==> src/rtl/ec_host_pkg.sv <==
package ec_host_pkg;
   typedef enum logic [2:0] {
      SQ_IDLE,
      SQ_ADDR,
      SQ_DATA,
      SQ_BUS_RD,
      SQ_BUS_WR
   } seq_state_e;

   localparam int ST_BIT_OBF = 0;
   localparam int ST_BIT_IBF = 1;
   localparam int ST_BIT_CMD = 3;
endpackage

==> src/rtl/ec_host_regs.sv <==
module ec_host_regs #(
   parameter int DATA_W     = 8,
   parameter int HOST_AW    = 3,
   parameter int DATA_OFF   = 0,
   parameter int STATUS_OFF = 4,
   parameter bit RDATA_REG  = 1'b0
) (
   input  logic               clk,
   input  logic               rst_n,
   input  logic [HOST_AW-1:0] host_addr,
   input  logic               host_we,
   input  logic               host_rd,
   input  logic [DATA_W-1:0]  host_wdata,
   output logic [DATA_W-1:0]  host_rdata,
   input  logic               consume,
   input  logic               rd_load,
   input  logic [DATA_W-1:0]  rd_value,
   output logic               ibf,
   output logic               obf,
   output logic               cmd_flag,
   output logic [DATA_W-1:0]  in_byte
);
   import ec_host_pkg::*;

   localparam logic [HOST_AW-1:0] DATA_SEL = HOST_AW'(DATA_OFF);
   localparam logic [HOST_AW-1:0] STAT_SEL = HOST_AW'(STATUS_OFF);

   logic              sel_data;
   logic              sel_stat;
   logic              wr_hit;
   logic              rd_data_hit;
   logic [DATA_W-1:0] out_byte;
   logic [DATA_W-1:0] status_v;
   logic [DATA_W-1:0] rd_mux;

   assign sel_data    = (host_addr == DATA_SEL);
   assign sel_stat    = (host_addr == STAT_SEL);
   assign wr_hit      = host_we && (sel_data || sel_stat);
   assign rd_data_hit = host_rd && sel_data;

   always_ff @(posedge clk or negedge rst_n) begin
      if (!rst_n) begin
         ibf      <= 1'b0;
         cmd_flag <= 1'b0;
         in_byte  <= '0;
      end else if (wr_hit) begin
         ibf      <= 1'b1;
         cmd_flag <= sel_stat;
         in_byte  <= host_wdata;
      end else if (consume) begin
         ibf      <= 1'b0;
      end
   end

   always_ff @(posedge clk or negedge rst_n) begin
      if (!rst_n) begin
         obf      <= 1'b0;
         out_byte <= '0;
      end else if (rd_load) begin
         obf      <= 1'b1;
         out_byte <= rd_value;
      end else if (rd_data_hit) begin
         obf      <= 1'b0;
      end
   end

   always_comb begin
      status_v             = '0;
      status_v[ST_BIT_OBF] = obf;
      status_v[ST_BIT_IBF] = ibf;
      status_v[ST_BIT_CMD] = cmd_flag;
   end

   always_comb begin
      if (sel_stat)      rd_mux = status_v;
      else if (sel_data) rd_mux = out_byte;
      else               rd_mux = '0;
   end

   generate
      if (RDATA_REG) begin : g_rdata_flop
         logic [DATA_W-1:0] rdata_q;
         always_ff @(posedge clk or negedge rst_n) begin
            if (!rst_n) rdata_q <= '0;
            else        rdata_q <= rd_mux;
         end
         assign host_rdata = rdata_q;
      end else begin : g_rdata_comb
         assign host_rdata = rd_mux;
      end
   endgenerate
endmodule

==> src/rtl/ec_host_seq.sv <==
module ec_host_seq #(
   parameter int               DATA_W    = 8,
   parameter int               REG_AW    = 8,
   parameter logic [DATA_W-1:0] CMD_READ  = 8'h80,
   parameter logic [DATA_W-1:0] CMD_WRITE = 8'h81
) (
   input  logic              clk,
   input  logic              rst_n,
   input  logic              ibf,
   input  logic              cmd_flag,
   input  logic [DATA_W-1:0] in_byte,
   output logic              consume,
   output logic              rd_load,
   output logic [DATA_W-1:0] rd_value,
   output logic              bus_req,
   output logic              bus_we,
   output logic [REG_AW-1:0] bus_addr,
   output logic [DATA_W-1:0] bus_wdata,
   input  logic [DATA_W-1:0] bus_rdata,
   input  logic              bus_ack
);
   import ec_host_pkg::*;

   seq_state_e        state_q;
   logic              is_rd_q;
   logic [REG_AW-1:0] addr_q;
   logic [DATA_W-1:0] wdata_q;
   logic              in_bus;

   assign in_bus  = (state_q == SQ_BUS_RD) || (state_q == SQ_BUS_WR);
   assign consume = ibf && !in_bus;

   always_ff @(posedge clk or negedge rst_n) begin
      if (!rst_n) begin
         state_q <= SQ_IDLE;
         is_rd_q <= 1'b0;
         addr_q  <= '0;
         wdata_q <= '0;
      end else if (consume && cmd_flag) begin
         if (in_byte == CMD_READ) begin
            state_q <= SQ_ADDR;
            is_rd_q <= 1'b1;
         end else if (in_byte == CMD_WRITE) begin
            state_q <= SQ_ADDR;
            is_rd_q <= 1'b0;
         end else begin
            state_q <= SQ_IDLE;
         end
      end else if (consume) begin
         case (state_q)
            SQ_ADDR: begin
               addr_q  <= in_byte[REG_AW-1:0];
               state_q <= is_rd_q ? SQ_BUS_RD : SQ_DATA;
            end
            SQ_DATA: begin
               wdata_q <= in_byte;
               state_q <= SQ_BUS_WR;
            end
            default: state_q <= SQ_IDLE;
         endcase
      end else if (in_bus && bus_ack) begin
         state_q <= SQ_IDLE;
      end
   end

   assign rd_load   = (state_q == SQ_BUS_RD) && bus_ack;
   assign rd_value  = bus_rdata;
   assign bus_req   = in_bus;
   assign bus_we    = (state_q == SQ_BUS_WR);
   assign bus_addr  = addr_q;
   assign bus_wdata = wdata_q;
endmodule

==> src/rtl/ec_host_port.sv <==
module ec_host_port #(
   parameter int                DATA_W     = 8,
   parameter int                REG_AW     = 8,
   parameter int                HOST_AW    = 3,
   parameter int                DATA_OFF   = 0,
   parameter int                STATUS_OFF = 4,
   parameter logic [DATA_W-1:0] CMD_READ   = 8'h80,
   parameter logic [DATA_W-1:0] CMD_WRITE  = 8'h81,
   parameter bit                RDATA_REG  = 1'b0
) (
   input  logic               clk,
   input  logic               rst_n,
   input  logic [HOST_AW-1:0] host_addr,
   input  logic               host_we,
   input  logic               host_rd,
   input  logic [DATA_W-1:0]  host_wdata,
   output logic [DATA_W-1:0]  host_rdata,
   output logic               bus_req,
   output logic               bus_we,
   output logic [REG_AW-1:0]  bus_addr,
   output logic [DATA_W-1:0]  bus_wdata,
   input  logic [DATA_W-1:0]  bus_rdata,
   input  logic               bus_ack
);
   localparam int HOST_SPAN = 1 << HOST_AW;

   generate
      if (DATA_W < 4)
         $error("DATA_W must hold status bit 3");
      if (REG_AW > DATA_W)
         $error("register address must fit in one host byte");
      if (DATA_OFF == STATUS_OFF)
         $error("data and status offsets must differ");
      if (DATA_OFF >= HOST_SPAN || STATUS_OFF >= HOST_SPAN)
         $error("host offsets exceed HOST_AW");
      if (CMD_READ == CMD_WRITE)
         $error("command codes must differ");
   endgenerate

   logic              ibf_w;
   logic              obf_w;
   logic              cmd_flag_w;
   logic [DATA_W-1:0] in_byte_w;
   logic              consume_w;
   logic              rd_load_w;
   logic [DATA_W-1:0] rd_value_w;

   ec_host_regs #(
      .DATA_W(DATA_W), .HOST_AW(HOST_AW), .DATA_OFF(DATA_OFF),
      .STATUS_OFF(STATUS_OFF), .RDATA_REG(RDATA_REG)
   ) u_regs (
      .clk(clk), .rst_n(rst_n),
      .host_addr(host_addr), .host_we(host_we), .host_rd(host_rd),
      .host_wdata(host_wdata), .host_rdata(host_rdata),
      .consume(consume_w), .rd_load(rd_load_w), .rd_value(rd_value_w),
      .ibf(ibf_w), .obf(obf_w), .cmd_flag(cmd_flag_w), .in_byte(in_byte_w)
   );

   ec_host_seq #(
      .DATA_W(DATA_W), .REG_AW(REG_AW),
      .CMD_READ(CMD_READ), .CMD_WRITE(CMD_WRITE)
   ) u_seq (
      .clk(clk), .rst_n(rst_n),
      .ibf(ibf_w), .cmd_flag(cmd_flag_w), .in_byte(in_byte_w),
      .consume(consume_w), .rd_load(rd_load_w), .rd_value(rd_value_w),
      .bus_req(bus_req), .bus_we(bus_we), .bus_addr(bus_addr),
      .bus_wdata(bus_wdata), .bus_rdata(bus_rdata), .bus_ack(bus_ack)
   );
endmodule

==> config.mk <==
export PLATFORM = sky130hd
export DESIGN_NAME = ec_host_port
export DESIGN_NICKNAME = d
export VERILOG_FILES = /design/src/rtl/ec_host_pkg.sv /design/src/rtl/ec_host_regs.sv /design/src/rtl/ec_host_seq.sv /design/src/rtl/ec_host_port.sv
export SDC_FILE = /design/constraint.sdc
export NUM_CORES = 1
export LEC_CHECK = 0
export BUFFER_PORTS_ARGS = -buffer_cell sky130_fd_sc_hd__buf_4
export CORE_MARGIN = 5
export CORE_UTILIZATION = 46
export DETAILED_ROUTE_END_ITERATION = 7
export PLACE_DENSITY = 0.81
export SYNTH_ARGS = -nofsm -noshare
export SYNTH_HDL_FRONTEND = slang
export SYNTH_HIERARCHICAL = 1
export SYNTH_SLANG_ARGS = --single-unit
export TNS_END_PERCENT = 5
==> constraint.sdc <==
create_clock -name clk -period 1.6 [get_ports clk]
set_clock_uncertainty 0.15 [all_clocks]
set_input_delay 0.16 -clock clk [delete_from_list [all_inputs] [get_ports clk]]
set_output_delay 0.16 -clock clk [all_outputs]
set_load 0.005 [all_outputs]
Word level (Yosys, flattened, before mapping). Index checks and enable logic that the tools add are counted.

Bits in registers: 39. Latch bits: 0. Memory bits (writable): 0. ROM bits: 0. Input bits: 24. Output and inout bits: 26. Word-level logic and storage cells: 49. Memories: 0.

Add/sub/neg operators: 0. $mul: 0. Divide/modulo/power cells: 0. $lt $le $gt $ge: 0. Eq/ne operators: 7. Shift-type cells: 0. Muxes and demuxes: 15. Bitwise operators: 1. Reductions and logical operators: 17.

Operator list (count): $eq 8x8->1 const B (2); $mux 8 (2); $mux 3 (4); $mux 1 (8); $eq 3x2->1 const B (2); $eq 3x3->1 const B (2); $logic_and 1x1->1 (6); $pmux 3 s2 (1); $reduce_and 3->1 (2); $reduce_bool 2->1 (3); $eq 3x1->1 const B (1); $logic_not 3->1 (1); $reduce_bool 3->1 (1); $logic_or 1x1->1 (2); $reduce_and 2->1 (1); $logic_not 1->1 (1); $not 1->1 (1).

Logic depth before layout (Yosys ltp).
Word-level depth: 7. Depth in mapped cells: 6. Depth with buffers taken out: 5.

Modules after synthesis. The synthesis kept the hierarchy.

By module, submodules not included: ec_host_seq (times used 1, cells each 75, area an instance 942.2 um^2, sequential area each 500.5 um^2); ec_host_regs (times used 1, cells each 56, area an instance 808.3 um^2, sequential area each 475.5 um^2).

Worst setup path before layout. No wires, ideal clock.

Kind: flip-flop to flip-flop. From: register u_seq.state_q[1]. To: register u_regs.out_byte[0]. Arrival time: 1.373 ns. Setup slack: -0.048 ns. Cell stages (with the launch flop): 6. Path buffers: 2. Cells stage by stage: dfrtp_1 buf_2 nor2b_1 and3_1 buf_2 mux2_2.

Longest elaborated chain between the ends: 2.

RTL lines: from (decl) (line ec_host_seq.sv:24) `seq_state_e state_q;`; from (signal assigned) (line ec_host_seq.sv:53) `state_q <= is_rd_q ? SQ_BUS_RD : SQ_DATA;`; $eq 3x2->1 (line ec_host_seq.sv:66) `assign rd_load = (state_q == SQ_BUS_RD) && bus_ack;`; $logic_and 1x1->1 (line ec_host_seq.sv:66); named net rd_load_w (line ec_host_port.sv:45) `logic rd_load_w;`; to (signal assigned) (line ec_host_regs.sv:61) `out_byte <= rd_value;`; to (decl) (line ec_host_regs.sv:32) `logic [DATA_W-1:0] out_byte;`.

The timed path passes the listed nets, and every way through them passes these cells. A chain may end at the register's enable or synchronous reset.

Final worst setup path.
From: register u_seq.state_q[0]. To: output bus_req.

Longest elaborated chain between the ends: 2.

RTL lines: $eq 3x2->1 / $eq 3x3->1 (equally long branches) (line ec_host_seq.sv:30) `assign in_bus = (state_q == SQ_BUS_RD) || (state_q == SQ_BUS_WR);`; $logic_or 1x1->1 * (line ec_host_seq.sv:30); to (decl) (line ec_host_port.sv:18) `output logic bus_req,`.

Every way passes the cells marked *; elsewhere a longest branch is shown, timed or not.

==> out/results.txt <==
TritonCTS built the clock tree. The final clock period utilization by the worst path came out at 100.9%. In the routed layout, each cell is associated on average with a via count of 5.255. At the end of routability-driven placement, the weighted congestion stood at 0.7570. The logs give 2 for the deepest level of the CTS H-tree and 4549 um for the total wirelength of the detailed-routed design. Setup violations remaining at the end of the flow were counted as 4. For this block, the via count after detailed routing is 1340. The relative contribution of the clock network to total power was 29.7%; the largest net degree at the start of global routing was 40. The later pin in the worst-skew pair is clocked with a latency of 0.29 ns. Per report_power, the sequential group accounts for 48.5% of the total. Summed over all cells, the static leakage comes to 1.290 nW. For this design, the sink count on the clock tree is 39. Measured against its own limit, the worst slew margin works out to 67.00%.

Counting the buffers created by CTS gives 5. Data on the critical path is required at its endpoint by 1.29 ns. In this run, placement finished with an instance count of 226.

The analysis attributes to net switching a power of 0.6647 mW. For the number of slew-limit violations in the final report, the log shows 0. The maximum clock frequency is 0.6194 GHz. For this configuration, the core starts out at a cell density of 47.81%. The number of flops mapped to enable cells by yosys works out to 0. The total area inside the core boundary comes to 3661 um2. Counting every net in the synthesized netlist gives 155. The routed design could run at a clock period as short as 1.614 ns. The worst path arrival time is 1.30 ns.

Fraction of post-synthesis cell area in the top cell type by area: 55.75%. The final HPWL from detailed placement was 2769 um. In the final design database the tool counted 229 nets. For the worst flop-to-flop path, the logic depth is 5. The floorplan die width came out at 71.69 um. The leading register cell type out of synthesis is dfrtp_1. Of the synthesized area, sequential elements account for 55.75%. For the pin with the worst max-slew slack, the measured transition is 0.4950 ns.

The total of flip-flops plus latches after synthesis is 39. On the critical path, the stage with the largest delay is an instance of or3b_4. Clock tree synthesis selected as its root buffer the cell clkbuf_8. Synthesis-to-layout area growth: 47.68%. Setup repair after global routing could not meet its margin everywhere.

The signal on the critical path passes through or3b_4 > o21ai_2 > buf_4. The final reports fail on setup timing. The logs give 56 for the first-iteration detailed-routing DRC count and 2182 um2 for the placed cell area.

A synthesized cell averages 13.36 um2. For this run, the number of Yosys warnings is 6. Summing all non-filler instances in the final layout gives an area of 2585 um2.

Worst-case setup margin in the final layout: -0.01434 ns. The path class of the tightest hold or removal check is in -> reg. The critical path in this run is classified as reg -> out. The sum of negative setup slack is -0.02434 ns, and the overall die area is 5139 um2. For the final-report hold violation count, the log shows 0.

Dividing the detail-routed wire length by the instance count gives 17.84 um. The delay contributed by the slowest stage of the critical path works out to 0.42 ns. The largest area contributor in the synthesized netlist is dfrtp_1. Measured along the y axis, the die boundary spans 71.69 um. In the final layout, the share of cells above drive strength 1 is 55.83%.

The global-route usage over all layers was 18.60%; the switching fraction of total power was 26.42%. The power density of the placed cells was 973.4 nW/um2; the fraction of registers with async set/reset was 100.0%. The count of nets left with antenna violations once routing finished came out at 0. The count of cells in the finished layout, fillers not included, comes to 255. The element type at the critical path end was an output port.

The clock passes through at most 2 buffers. Summing every instance area after synthesis gives 1750 um2. The via count of the first global-routing pass came out at 1431. Synthesis instantiated 30 different standard cells from the library.

The cell count after synthesis came out at 131. Across all register-to-register paths, the minimum setup slack is -0.01 ns. Yosys attributes the largest share of cell area to dfrtp_1, mux2_2, mux2_1. IR analysis of the VDD net gives a maximum drop of 0.8303 mV.

The final-layout worst hold slack was 0.04630 ns. The global-route congestion overflow total is 0. The initialized floorplan defines 22 standard-cell rows. The internal portion of total power was 1.852 mW; the I/O pin total was 50. Input and output buffers added on the ports amount to 49.

The number of antenna violations at the first check in global routing was 0. The startpoint class of the critical path was a register. For this run, the detailed router's first-pass iteration total came to 4. Along the worst hold path, the cell count comes to 2.

The clock transition at the register clock pins on the worst setup and hold paths after CTS is 0.08 ns, and the max capacitance violation total is 0. The proportion of power drawn by combinational gates is 21.9%. In the routed design, unresolved DRC markers number 0. Of all nets on the critical path, the largest fanout is 3.

The flow ran to the end, but the final reports show violations. The global-route wire length before repair came out at 7203 um.
## critical path, delay by kind of cell, from the launching register on
family | cells | cell delay, ns
AOI/OAI and AO/OA | 1 | 0.07
and+or+nand+nor | 1 | 0.42
buffers and inverters | 1 | 0.12
DFF | 1 | 0.41
## flip-flops by register name (all words and copies together), names as in the netlist
name,count
u_seq/bus_wdata,8
u_regs/in_byte,8
u_seq/bus_addr,8
u_seq/is_rd_q,1
u_regs/out_byte,8
u_seq/state_q,3
u_regs/ibf,1
u_regs/cmd_flag,1
u_regs/obf,1
## per-stage QoR
step | utilization (%) | power [mW] | setup slack, ns
finish | 70.61 | 2.516 | -0.01434
global route | 70.54 | 2.635 | -0.07968
CTS | 69.58 | 2.515 | -0.03280
detailed placement | 59.60 | 1.702 | -0.02774
global placement | 59.60 | 1.677 | 0.05381
floorplan | - | 1.421 | 0.003862
## layout make-up
type / count / area [um2]
Inverter: 4 / 15.01
Multi-Input combinational cell: 76 / 767.0
Timing Repair Buffer: 79 / 659.4
Clock inverter: 1 / 7.507
Clock buffer: 7 / 96.34
Tap cell: 48 / 60.06
Sequential cell: 39 / 977.2
Fill cell: 233 / 1076
Antenna cell: 1 / 2.502
## placed cells by master (no fill, tap or decap), types with 3 or more instances in the layout
cell           count
dfrtp_1           38
dlygate4sd3_1     17
a21o_1             3
inv_1              4
mux2_2            18
mux2i_1            3
and2_1             4
buf_6              3
nor2_1             3
nor3_1             5
mux2_4            16
clkbuf_8           7
buf_4             58
## final timing paths
check	from	to
max in group asynchronous	rst_n	u_seq/state_q[0]
min	host_addr[2]	u_regs/cmd_flag
min in group asynchronous	rst_n	u_regs/in_byte[4]
min reg2reg	u_regs/obf	u_regs/obf
max reg2reg	u_seq/state_q[2]	u_regs/out_byte[0]
max	u_seq/state_q[0]	bus_req
## cell usage after synthesis (all sizes together) (2+ instances only)
cell / n
dfrtp: 39
mux2: 35
buf: 12
nor3: 6
and2: 4
inv: 4
nor2: 4
a21o: 3
mux2i: 3
o21ai: 3
nand2: 2
nand2b: 2
## power groups by stage
| stage | registers [mW] | logic, mW | clock network (mW) |
|---|---|---|---|
| detailed placement | 1.23 | 0.474 | 0 |
| global route | 1.24 | 0.595 | 0.801 |
| CTS | 1.21 | 0.539 | 0.761 |
| global placement | 1.22 | 0.454 | 0 |
| floorplan | 1.22 | 0.201 | 0 |
| finish | 1.22 | 0.550 | 0.746 |
## timing repair
action,4_1_cts,5_1_grt
pin swaps,2,3
resized for setup,20,11
gates cloned,0,0
endpoints found under the setup margin,10,21
hold buffers,17,0
endpoints found under the hold margin,55,0
setup buffers,3,0
## metal layers
layer | share of wire, % | global-route usage [%] | vias up
li1 | - | - | 604
met1 | 38 | 20.68 | 673
met2 | 52 | 30.61 | 43
met3 | 5.6 | 7.153 | 20
met4 | 3.5 | 10.02 | 0
met5 | 0 | 0 | -
## cells by family after synthesis
| group | after synthesis | synth area share [%] |
|---|---|---|
| buffers and inverters | 16 | 5.789 |
| AOI/OAI and AO/OA | 11 | 4.717 |
| DFF | 39 | 55.75 |
| muxes | 38 | 24.23 |
| and+or+nand+nor | 27 | 9.507 |
No activity file was read; power rests on OpenSTA's default activity.
